[src/rtl/rs_pkg.sv]
package rs_pkg;
    typedef enum logic [1:0] {
        SRC_EMPTY = 2'd0,
        SRC_WAIT  = 2'd1,
        SRC_COUNT = 2'd2,
        SRC_READY = 2'd3
    } src_state_e;
endpackage

[src/rtl/rs_src_op.sv]
module rs_src_op
    import rs_pkg::*;
#(
    parameter int TAG_W = 6,
    parameter int LAT_W = 2,
    parameter int IW    = 2
) (
    input  logic                clk,
    input  logic                rst_n,
    input  logic                flush,
    input  logic                load,
    input  logic [TAG_W-1:0]    load_tag,
    input  logic                load_rdy,
    input  logic                release_i,
    input  logic [IW-1:0]       bc_valid,
    input  logic [IW*TAG_W-1:0] bc_tag,
    input  logic [IW*LAT_W-1:0] bc_lat,
    output logic                rdy_o
);
    src_state_e       state_q, state_n;
    logic [TAG_W-1:0] tag_q, tag_n, cmp_tag;
    logic [LAT_W-1:0] cnt_q, cnt_n, hit_lat;
    logic             hit;

    // IW associative comparators against this operand's tag
    always_comb begin
        cmp_tag = load ? load_tag : tag_q;
        hit     = 1'b0;
        hit_lat = '0;
        for (int k = 0; k < IW; k++) begin
            if (bc_valid[k] && (bc_tag[k*TAG_W +: TAG_W] == cmp_tag)) begin
                hit     = 1'b1;
                hit_lat = bc_lat[k*LAT_W +: LAT_W];
            end
        end
    end

    always_comb begin
        state_n = state_q;
        tag_n   = tag_q;
        cnt_n   = cnt_q;
        if (flush) begin
            state_n = SRC_EMPTY;
        end else begin
            unique case (state_q)
                SRC_EMPTY: begin
                    if (load) begin
                        tag_n = load_tag;
                        if (load_rdy) begin
                            state_n = SRC_READY;
                        end else if (hit) begin
                            state_n = (hit_lat == '0) ? SRC_READY : SRC_COUNT;
                            cnt_n   = hit_lat;
                        end else begin
                            state_n = SRC_WAIT;
                        end
                    end
                end
                SRC_WAIT: begin
                    if (hit) begin
                        state_n = (hit_lat == '0) ? SRC_READY : SRC_COUNT;
                        cnt_n   = hit_lat;
                    end
                end
                SRC_COUNT: begin
                    if (cnt_q == LAT_W'(1)) state_n = SRC_READY;
                    else                    cnt_n   = cnt_q - 1'b1;
                end
                SRC_READY: begin
                    if (release_i) state_n = SRC_EMPTY;
                end
            endcase
        end
    end

    always_ff @(posedge clk) begin
        if (!rst_n) begin
            state_q <= SRC_EMPTY;
            tag_q   <= '0;
            cnt_q   <= '0;
        end else begin
            state_q <= state_n;
            tag_q   <= tag_n;
            cnt_q   <= cnt_n;
        end
    end

    always_comb rdy_o = (state_q == SRC_READY);

    p_count_nonzero_r5: assert property (@(posedge clk) disable iff (!rst_n)
        (state_q == SRC_COUNT) |-> (cnt_q != '0));
    p_count_steps_r5: assert property (@(posedge clk) disable iff (!rst_n)
        (state_q == SRC_COUNT && cnt_q > LAT_W'(1) && !flush)
        |=> (state_q == SRC_COUNT && cnt_q == $past(cnt_q) - 1'b1));
    p_release_only_ready_r4: assert property (@(posedge clk) disable iff (!rst_n)
        release_i |-> (state_q == SRC_READY));
    p_load_into_free_r8: assert property (@(posedge clk) disable iff (!rst_n)
        load |-> (state_q == SRC_EMPTY));
endmodule

[src/rtl/rs_age_select.sv]
module rs_age_select #(
    parameter int N  = 16,
    parameter int IW = 2,
    localparam int IDX_W = $clog2(N)
) (
    input  logic                clk,
    input  logic                rst_n,
    input  logic                alloc_en,
    input  logic [IDX_W-1:0]    alloc_slot,
    input  logic [N-1:0]        req,
    output logic [N-1:0]        gnt_vec,
    output logic [IW-1:0]       pick_valid,
    output logic [IW*IDX_W-1:0] pick_idx
);
    // older_q[i][j] set: entry i was allocated before entry j
    logic [N-1:0] older_q [N];
    logic [N-1:0] avail;
    logic         blocked;

    always_ff @(posedge clk) begin
        if (!rst_n) begin
            for (int i = 0; i < N; i++) older_q[i] <= '0;
        end else if (alloc_en) begin
            for (int j = 0; j < N; j++) begin
                if (IDX_W'(j) == alloc_slot) older_q[j] <= '0;
                else                         older_q[j][alloc_slot] <= 1'b1;
            end
        end
    end

    always_comb begin
        avail      = req;
        gnt_vec    = '0;
        pick_valid = '0;
        pick_idx   = '0;
        blocked    = 1'b0;
        for (int p = 0; p < IW; p++) begin
            for (int i = 0; i < N; i++) begin
                if (avail[i] && !pick_valid[p]) begin
                    blocked = 1'b0;
                    for (int j = 0; j < N; j++)
                        if (avail[j] && older_q[j][i]) blocked = 1'b1;
                    if (!blocked) begin
                        pick_valid[p]                 = 1'b1;
                        pick_idx[p*IDX_W +: IDX_W]    = IDX_W'(i);
                    end
                end
            end
            if (pick_valid[p]) begin
                avail[pick_idx[p*IDX_W +: IDX_W]]   = 1'b0;
                gnt_vec[pick_idx[p*IDX_W +: IDX_W]] = 1'b1;
            end
        end
    end

    p_grant_count_r3: assert property (@(posedge clk) disable iff (!rst_n)
        $countones(gnt_vec) == $countones(pick_valid));
    p_grant_subset_r3: assert property (@(posedge clk) disable iff (!rst_n)
        (gnt_vec & ~req) == '0);

    for (genvar p = 1; p < IW; p++) begin : g_order_chk
        p_slots_packed_r3: assert property (@(posedge clk) disable iff (!rst_n)
            pick_valid[p] |-> pick_valid[p-1]);
        p_older_first_r3: assert property (@(posedge clk) disable iff (!rst_n)
            pick_valid[p] |-> older_q[pick_idx[(p-1)*IDX_W +: IDX_W]][pick_idx[p*IDX_W +: IDX_W]]);
    end
endmodule

[src/rtl/rs_wakeup_select.sv]
module rs_wakeup_select #(
    parameter int N     = 16,
    parameter int IW    = 2,
    parameter int TAG_W = 6,
    parameter int LAT_W = 2
) (
    input  logic                clk,
    input  logic                rst_n,
    input  logic                flush,
    input  logic                alloc_valid,
    input  logic [TAG_W-1:0]    alloc_src0_tag,
    input  logic                alloc_src0_rdy,
    input  logic [TAG_W-1:0]    alloc_src1_tag,
    input  logic                alloc_src1_rdy,
    input  logic [TAG_W-1:0]    alloc_dst_tag,
    input  logic [LAT_W-1:0]    alloc_lat,
    output logic                rs_full,
    output logic [IW-1:0]       issue_valid,
    output logic [IW*TAG_W-1:0] issue_dst,
    output logic [IW*LAT_W-1:0] issue_lat
);
    localparam int IDX_W = $clog2(N);

    logic [N-1:0]       valid_q, rdy0, rdy1, req, gnt_vec, release_v, load_v;
    logic [TAG_W-1:0]   dst_q [N];
    logic [LAT_W-1:0]   lat_q [N];
    logic [IDX_W-1:0]   alloc_slot;
    logic               alloc_go;
    logic [IW-1:0]      pick_valid;
    logic [IW*IDX_W-1:0] pick_idx;

    // lowest free slot
    always_comb begin
        alloc_slot = '0;
        for (int i = N-1; i >= 0; i--)
            if (!valid_q[i]) alloc_slot = IDX_W'(i);
    end

    assign rs_full  = &valid_q;
    assign alloc_go = alloc_valid && !rs_full && !flush;
    assign req      = valid_q & rdy0 & rdy1;

    rs_age_select #(.N(N), .IW(IW)) u_age (
        .clk        (clk),
        .rst_n      (rst_n),
        .alloc_en   (alloc_go),
        .alloc_slot (alloc_slot),
        .req        (req),
        .gnt_vec    (gnt_vec),
        .pick_valid (pick_valid),
        .pick_idx   (pick_idx)
    );

    always_comb begin
        issue_valid = pick_valid & {IW{~flush}};
        for (int k = 0; k < IW; k++) begin
            issue_dst[k*TAG_W +: TAG_W] = dst_q[pick_idx[k*IDX_W +: IDX_W]];
            issue_lat[k*LAT_W +: LAT_W] = lat_q[pick_idx[k*IDX_W +: IDX_W]];
        end
    end

    assign release_v = gnt_vec & {N{~flush}};

    always_ff @(posedge clk) begin
        if (!rst_n || flush) valid_q <= '0;
        else                 valid_q <= (valid_q & ~release_v) | load_v;
    end

    for (genvar i = 0; i < N; i++) begin : g_entry
        assign load_v[i] = alloc_go && (alloc_slot == IDX_W'(i));

        always_ff @(posedge clk) begin
            if (!rst_n) begin
                dst_q[i] <= '0;
                lat_q[i] <= '0;
            end else if (load_v[i]) begin
                dst_q[i] <= alloc_dst_tag;
                lat_q[i] <= alloc_lat;
            end
        end

        rs_src_op #(.TAG_W(TAG_W), .LAT_W(LAT_W), .IW(IW)) u_src0 (
            .clk (clk), .rst_n (rst_n), .flush (flush),
            .load (load_v[i]), .load_tag (alloc_src0_tag), .load_rdy (alloc_src0_rdy),
            .release_i (release_v[i]),
            .bc_valid (issue_valid), .bc_tag (issue_dst), .bc_lat (issue_lat),
            .rdy_o (rdy0[i])
        );
        rs_src_op #(.TAG_W(TAG_W), .LAT_W(LAT_W), .IW(IW)) u_src1 (
            .clk (clk), .rst_n (rst_n), .flush (flush),
            .load (load_v[i]), .load_tag (alloc_src1_tag), .load_rdy (alloc_src1_rdy),
            .release_i (release_v[i]),
            .bc_valid (issue_valid), .bc_tag (issue_dst), .bc_lat (issue_lat),
            .rdy_o (rdy1[i])
        );
    end

    p_flush_empties_r9: assert property (@(posedge clk) disable iff (!rst_n)
        flush |=> (valid_q == '0));
    p_flush_mutes_issue_r9: assert property (@(posedge clk) disable iff (!rst_n)
        flush |-> (issue_valid == '0));
    p_full_holds_r8: assert property (@(posedge clk) disable iff (!rst_n)
        (rs_full && !flush && issue_valid == '0) |=> rs_full);
    p_alloc_flush_r1: assert property (@(posedge clk) disable iff (!rst_n)
        (flush && alloc_valid) |=> !rs_full);

    for (genvar k = 0; k < IW; k++) begin : g_issue_chk
        p_issue_from_valid_r4: assert property (@(posedge clk) disable iff (!rst_n)
            issue_valid[k] |-> valid_q[pick_idx[k*IDX_W +: IDX_W]]);
    end
endmodule

[config.mk]
export PLATFORM = sky130hd
export DESIGN_NAME = rs_wakeup_select
export DESIGN_NICKNAME = d
export VERILOG_FILES = /design/src/rtl/rs_pkg.sv /design/src/rtl/rs_src_op.sv /design/src/rtl/rs_age_select.sv /design/src/rtl/rs_wakeup_select.sv
export SDC_FILE = /design/constraint.sdc
export NUM_CORES = 2
export LEC_CHECK = 0
export ABC_AREA = 1
export CORE_AREA = 4 4 350 352
export CTS_CLUSTER_DIAMETER = 50
export CTS_CLUSTER_SIZE = 14
export DETAILED_ROUTE_END_ITERATION = 12
export DIE_AREA = 0 0 354 356
export DONT_BUFFER_PORTS = 1
export SETUP_SLACK_MARGIN = 0.02
export SYNTH_ARGS = -nofsm -noshare
export SYNTH_HDL_FRONTEND = slang
export SYNTH_HIERARCHICAL = 1
export SYNTH_SLANG_ARGS = --single-unit
[constraint.sdc]
create_clock -name clk -period 22.1 [get_ports clk]
set_input_delay 1.105 -clock clk [delete_from_list [all_inputs] [get_ports clk]]
set_output_delay 1.105 -clock clk [all_outputs]
set_load 0.01 [all_outputs]
Word level (Yosys, flattened, before mapping)
Memory sizes are Yosys's and may differ from the RTL's.
Cells that the tools add are included.
- memories kept: 3
- input bits: 26
- bits in writable memories: 384
- register bits: 336
- memories (memory ; depth ; width ; read ports ; clocked after Yosys merged registers in ; wr ports ; RTL line ; text):
    u_age.older_q ; 16 ; 16 ; 16 ; 0 ; 16 ; rs_age_select.sv:16 ; logic [N-1:0] older_q [N];
    dst_q ; 16 ; 6 ; 2 ; 0 ; 16 ; rs_wakeup_select.sv:25 ; logic [TAG_W-1:0] dst_q [N];
    lat_q ; 16 ; 2 ; 2 ; 0 ; 16 ; rs_wakeup_select.sv:26 ; logic [LAT_W-1:0] lat_q [N];
- $lt $le $gt $ge: 6
- reduce and logical (&&, ||, !) cells: 856
- equal/unequal tests: 414
- bitwise gates (word level): 316
- muxes and demuxes: 1734
- add/sub/neg operators: 32
- operators with widths (cell ; count):
    2-to-1 mux 1 bit ; 1126
    2-to-1 mux 2 bit ; 384
    logical AND 1 bit ; 627
    2-to-1 mux 16 bit ; 35
    == test 6 bit ; 64
    bitwise OR 1 bit ; 304
    2-to-1 mux 4 bit ; 74
    2-to-1 mux 6 bit ; 48
    case mux 2 bit (4 select lines) ; 32
    != test 2 bit (second input constant) ; 112
    case mux 2 bit (3 select lines) ; 32
    != test 2 x 1 -> 1 bit (second input constant) ; 80
    AND reduction 5 bit ; 32
    == test 2 x 1 -> 1 bit (second input constant) ; 64
    == test 2 bit (second input constant) ; 64
    zero test 2 bit ; 64
    AND reduction 4 bit ; 32
    nonzero test 3 bit ; 32
    bitwise AND 16 bit ; 5
    AND reduction 2 bit ; 32
    subtractor 2 x 1 -> 2 bit (second input constant) ; 32
    zero test 1 bit ; 33
    == test 4 bit (first input constant) ; 8
    == test 4 bit (second input constant) ; 8
    17 further kinds ; 34

Logic depth before layout (Yosys ltp)
- word-level depth: 210
- gate-level depth with buffers: 54
- depth with buffers taken out: 51

Modules after synthesis
The synthesis kept the hierarchy.
- modules (own cells, without submodules) (module ; cells each ; times used ; area an instance (um^2)):
    rs_src_op (g_entry[0].u_src1 ...) ; 160 ; 30 ; 1031.0
    rs_age_select ; 1926 ; 1 ; 15317.2
    rs_wakeup_select ; 997 ; 1 ; 8799.7
    rs_src_op (g_entry[4].u_src1) ; 161 ; 1 ; 1003.5
    rs_src_op (g_entry[0].u_src0) ; 160 ; 1 ; 987.2

Least setup slack after synthesis
OpenSTA, ideal clock, no wires.
- path kind: reg2reg
- start: register g_entry[4].u_src1.state_q[1]
- end: register g_entry[4].u_src1.cnt_q[0]
- required time: 21.982 ns
- data arrival time: 8.137 ns
- setup time: 0.118 ns
- slack: 13.845 ns
- period minus slack after synthesis: 8.255 ns
- cell stages (with the launch flop): 44
- buffers on the path: 4
- cell sequence: dfxtp_1 > ha_1 > and3_1 > buf_4 > nand2_1 > nand3_1 > nor2_1 > nand3_2 > nand2_2 > nor2_4 > nand4_2 > nor2_2 > nand4_2 > nor3_4 > nand3_2 > nand2_2 > inv_2 > buf_6 > (+8 left out) > inv_2 > nand2_2 > clkbuf_1 > clkbuf_1 > o21ai_0 > a21oi_1 > o22ai_1 > o21ai_0 > nand3b_1 > nand2_1 > nand2_1 > nor2_2 > nand2_2 > nand2_4 > o21ai_2 > inv_1 > o21ai_0 > nor2_1
- word-level cells in the longest chain between the ends: 143
- elaborated cells on any way between the ends: 969
- classes of those cells: order compare (2); eq/ne (8); mux (615); bitwise (4); reduce/logical (338); memory (2)
- RTL lines (what ; RTL line ; text):
    start, declared ; rs_src_op.sv:20 ; src_state_e state_q, state_n;
    start signal, assigned ; rs_src_op.sv:82 ; state_q <= state_n;
    == test 2 bit * ; rs_src_op.sv:88 ; always_comb rdy_o = (state_q == SRC_READY);
    named net rdy1[4] ; rs_wakeup_select.sv:24 ; logic [N-1:0] valid_q, rdy0, rdy1, req, gnt_vec, release_v, load_v;
    bitwise AND 16 bit * ; rs_wakeup_select.sv:41 ; assign req = valid_q & rdy0 & rdy1;
    named net req[4] ; rs_wakeup_select.sv:24 ;
    logical AND 1 bit ; rs_age_select.sv:42 ; if (avail[j] && older_q[j][i]) blocked = 1'b1;
    2-to-1 mux 1 bit (12 in series) ; rs_age_select.sv:42 ;
    2-to-1 mux 1 bit ; rs_age_select.sv:39 ; if (avail[i] && !pick_valid[p]) begin
    2-to-1 mux 1 bit ; rs_age_select.sv:43 ; if (!blocked) begin
    (+118 left out) ; -- ;
    named net pick_idx[4] ; rs_wakeup_select.sv:30 ; logic [IW*IDX_W-1:0] pick_idx;
    (+1 left out) ; -- ;
    named net issue_dst[10] ; rs_wakeup_select.sv:19 ; output logic [IW*TAG_W-1:0] issue_dst,
    == test 6 bit * ; rs_src_op.sv:31 ; if (bc_valid[k] && (bc_tag[k*TAG_W +: TAG_W] == cmp_tag)) begin
    logical AND 1 bit * ; rs_src_op.sv:31 ;
    2-to-1 mux 2 bit / 2-to-1 mux 1 bit (equally long branches) ; rs_src_op.sv:31 ;
    2-to-1 mux 2 bit * ; rs_src_op.sv:51, rs_src_op.sv:60 ;
    2-to-1 mux 2 bit ; rs_src_op.sv:49 ; if (load_rdy) begin
    2-to-1 mux 2 bit ; rs_src_op.sv:47 ; if (load) begin
    case mux 2 bit (3 select lines) * ; rs_src_op.sv:45 ; unique case (state_q)
    end signal, assigned ; rs_src_op.sv:84 ; cnt_q <= cnt_n;
    end, declared ; rs_src_op.sv:22 ; logic [LAT_W-1:0] cnt_q, cnt_n, hit_lat;
Mark *: on every way through the listed nets, which the timed path passes. The rest lies on a longest branch. The select of a mux whose other input is x is not followed.
A chain may end at the register's enable or synchronous reset.

Final worst setup path
- start: register valid_q[0]
- end: output port issue_dst[9]
- word-level cells in the longest chain between the ends: 140
- elaborated cells on any way between the ends: 1009
- classes of those cells: order compare (2); mux (669); bitwise (4); reduce/logical (333); memory (1)
- RTL lines (what ; RTL line ; text):
    start, declared ; rs_wakeup_select.sv:24 ;
    start signal, assigned ; rs_wakeup_select.sv:66 ; else valid_q <= (valid_q & ~release_v) | load_v;
    bitwise AND 16 bit * (2 in series) ; rs_wakeup_select.sv:41 ;
    named net req[0] ; rs_wakeup_select.sv:24 ;
    logical AND 1 bit ; rs_age_select.sv:42 ;
    2-to-1 mux 1 bit (16 in series) ; rs_age_select.sv:42 ;
    2-to-1 mux 1 bit ; rs_age_select.sv:39 ;
    2-to-1 mux 1 bit ; rs_age_select.sv:43 ;
    2-to-1 mux 1 bit ; rs_age_select.sv:39 ;
    zero test 1 bit ; rs_age_select.sv:39 ;
    (+44 left out) ; -- ;
    named net pick_idx[1] ; rs_wakeup_select.sv:30 ;
    (+66 left out) ; -- ;
    zero test 1 bit ; rs_age_select.sv:39 ;
    logical AND 1 bit ; rs_age_select.sv:39 ;
    2-to-1 mux 1 bit ; rs_age_select.sv:39 ;
    zero test 1 bit ; rs_age_select.sv:39 ;
    logical AND 1 bit ; rs_age_select.sv:39 ;
    2-to-1 mux 4 bit * ; rs_age_select.sv:39 ;
    named net pick_idx[4] ; rs_wakeup_select.sv:30 ;
    memory (16 x 6 bit) * ; -- ;
    end, declared ; rs_wakeup_select.sv:19 ;
Marks and branches as above.

==> results.yml <==
run_status:
  status: "complete, no violations"
detailed_routing:
  wl_per_cell_um: 20.8
  ant_nets: 0
  drcViolationCount: 0
  viasPerCell: 5.59
  drtPass1Iterations: 6
  initialDrtViolationCount: 6214
  via_count: 54200
  routed_wl_mm: 201
synthesis:
  synth_edf_count: 384
  ys_seq_elements: 720
  synth_area_leaders: "edfxtp_1 20%, nand2_1 14%, dfxtp_1 12%"
  synthCells: 8044
  synth_area_um2: 57000
  netlist.top_cell.by_area: "edfxtp_1"
  yosysWarningCount: 6
  synth_fa_ha_area_share_pct: 4.21
  ys_types: 75
  synthXorXnorAreaFrac_pct: 0.491
  synth_compound_area_share_pct: 12.9
  postSynthAreaPerCell_um2: 7.09
  synth-async-reset-ratio_pct: 0
  synth_top_family_by_area: "simple AND/OR/NAND/NOR gates"
  dominantRegCellSynth: "edfxtp_1"
  synth_top_area_share_pct: 20.2
  synth_mux_area_share_pct: 0
  synth-simple-area-share_pct: 38.5
  yosysSeqAreaShare_pct: 32.0
grt:
  track_usage_pct: 31.1
  antenna_found_initial: 1
  grt_pass1_wl_mm: 303
  grt_max_degree: 302
  grt-ovfl-total: 0
  grt_pass1_vias: 50100
cells_and_area:
  area_delta_synth_final_pct: 9.13
  fin_nets: 8200
  final_common_cell: "nand2_1"
  drive_above_1_share_pct: 15.7
  fill_cells: 11700
  final_util_pct: 52.2
  mostFrequentLayoutCells: "2155 x nand2_1, 1239 x inv_1, 536 x nor2_1, 492 x nand3_1, 384 x edfxtp_1"
critical_path:
  cp.arrival_ns: 9.75
  cpMostUsedCell: "buf_4"
  slowest_delay_ns: 0.91
  crit_fanout: 68
  crit_type: "reg -> out"
  cp-end-kind: "output port"
  crit_required_ns: 21.00
  cp_slowest_cell: "dfxtp_1"
  cp-start-kind: "register"
sta:
  hold_viol: 0
  clock.fmax_mhz: 92.1
  period_share_pct: 49.1
  rsz0062_at_grt: "no"
  setup_slack_ns: 11.25
  clock_skew_ns: 0.0591
  finalSetupViolCount: 0
  worst_pin_slew_ns: 1.26
  fin_crit_ns: 10.85
  slew_headroom_pct: 15.9
  fin_tns_setup_ns: 0
  slew_violations: 0
clock_network:
  post_cts_buffers: 0
  cts.sinks: 720
  cts-root-buf: "clkbuf_16"
  clk_pin_slew_worst_paths_ns: 0.07
  htreeDepth: 3
  clk_latency_ns: 0.76
  postCtsHoldBufs: 0
  cts_resized: 0
  cts_tree: "built"
  cts_buffers: 113
  clock_path_buffers: 3
pwr:
  power_density_nw_per_um2: 60.5
  leakage_uw: 0.0302
  total_power_uw: 3770
  vdd_drop_max_mv: 0.0659
floorplanning:
  rows: 127
  pin_count: 45
  coreArea_um2: 119000
  fp.dieW_um: 354
  initial_core_util_pct: 47.8
  die_h_um: 356
  dieArea_um2: 126000
placed_design:
  gp_congestion: 0.991
  port_buffers: 0
  dp_slack_ns: 12.30
  hpwl_mm: 127
flow_run:
  maxCapViolations: 0
min_path:
  holdCritPathClass: "reg -> reg"
[cells in the mapped netlist (all sizes together), types with 3 or more instances]
cell	number
nand2	2562
inv	1358
nand3	633
nor2	621
o21ai	465
edfxtp	384
dfxtp	336
a21oi	307
ha	192
clkbuf	155
nor3	143
nand3b	134
a31oi	129
nand4	126
buf	100
o22ai	68
a221oi	45
a21boi	34
or2	33
o211ai	32
o21a	32
xor2	32
and3	23
o221ai	17
nor4	15
o2111ai	14
a211oi	13
a22oi	10
a22o	6
clkinv	5
nor3b	4
o41ai	3
[cell type report]
type	instances	area [um2]	area share (%)
Tap cell	1612	2020	3.24
Clock inverter	69	798	1.28
Clock buffer	142	3130	5.03
Timing Repair Buffer	63	473	0.760
Inverter	1363	5360	8.61
Multi-Input combinational cell	5721	32200	51.7
Sequential cell	720	18300	29.3
Antenna cell	4	10.0	0.0161
[layer usage]
layer | global-route usage [%] | up-vias | share of wire (%) | wire [um]
li1 | - | 26100 | - | -
met1 | 41.1 | 25100 | 42 | 83700
met2 | 50.5 | 2427 | 44 | 89600
met3 | 5.03 | 545 | 9.3 | 18800
met4 | 13.3 | 0 | 4.7 | 9380
met5 | 0 | - | 0 | 0
[metrics by stage]
step,hold slack [ns],std cells,instance area (um2)
finish,0.472,9694,62200
global route,0.488,9690,62200
CTS,0.474,9690,62200
detailed placement,0.465,9479,58300
global placement,0.464,9479,58300
floorplan,0.454,8059,57100
[critical path: cells and delay by family, from the launching register on]
family / cells / cell delay [ns]
flops: 1 / 0.91
buf+inv: 4 / 2.42
compound gates: 4 / 0.86
simple gates: 25 / 4.57
[power by group]
part	internal, uW	switching, uW	total (uW)
registers	1470	41.9	1510
logic	124	273	397
clock network	1130	726	1860
total	2730	1040	3770
[state kept, by name, summed over array words and instances, names as in the netlist]
register,count
g_entry.u_src0/state_q,32
g_entry.u_src1/state_q,32
dst_q,96
g_entry.u_src1/tag_q,96
g_entry.u_src1/cnt_q,32
g_entry.u_src0/cnt_q,32
g_entry.u_src0/tag_q,96
lat_q,32
valid_q,16
u_age/older_q,256
[cells by family (layout without fill, tap and decap cells)]
kind of cell	count (synthesis)	after routing
AND/OR/NAND/NOR	4298	4298
buffers and inverters	1618	1637
AO/OA/AOI/OAI	1183	1183
flip-flops	720	720
adder cells (fa/ha/maj)	192	192
XOR/XNOR	32	32
other	1	20
[worst paths after layout]
check        slack [ns]                         end                        from  cells after the start
max               11.25                issue_dst[9]                  valid_q[0]                     33
min reg2reg        0.47  g_entry[3].u_src0/cnt_q[1]  g_entry[3].u_src0/cnt_q[1]                      2
max reg2reg       11.80  g_entry[3].u_src1/cnt_q[0]                  valid_q[0]                     42
min                0.47  g_entry[3].u_src0/cnt_q[1]  g_entry[3].u_src0/cnt_q[1]                      2
Power figures use the tool's default switching activity.
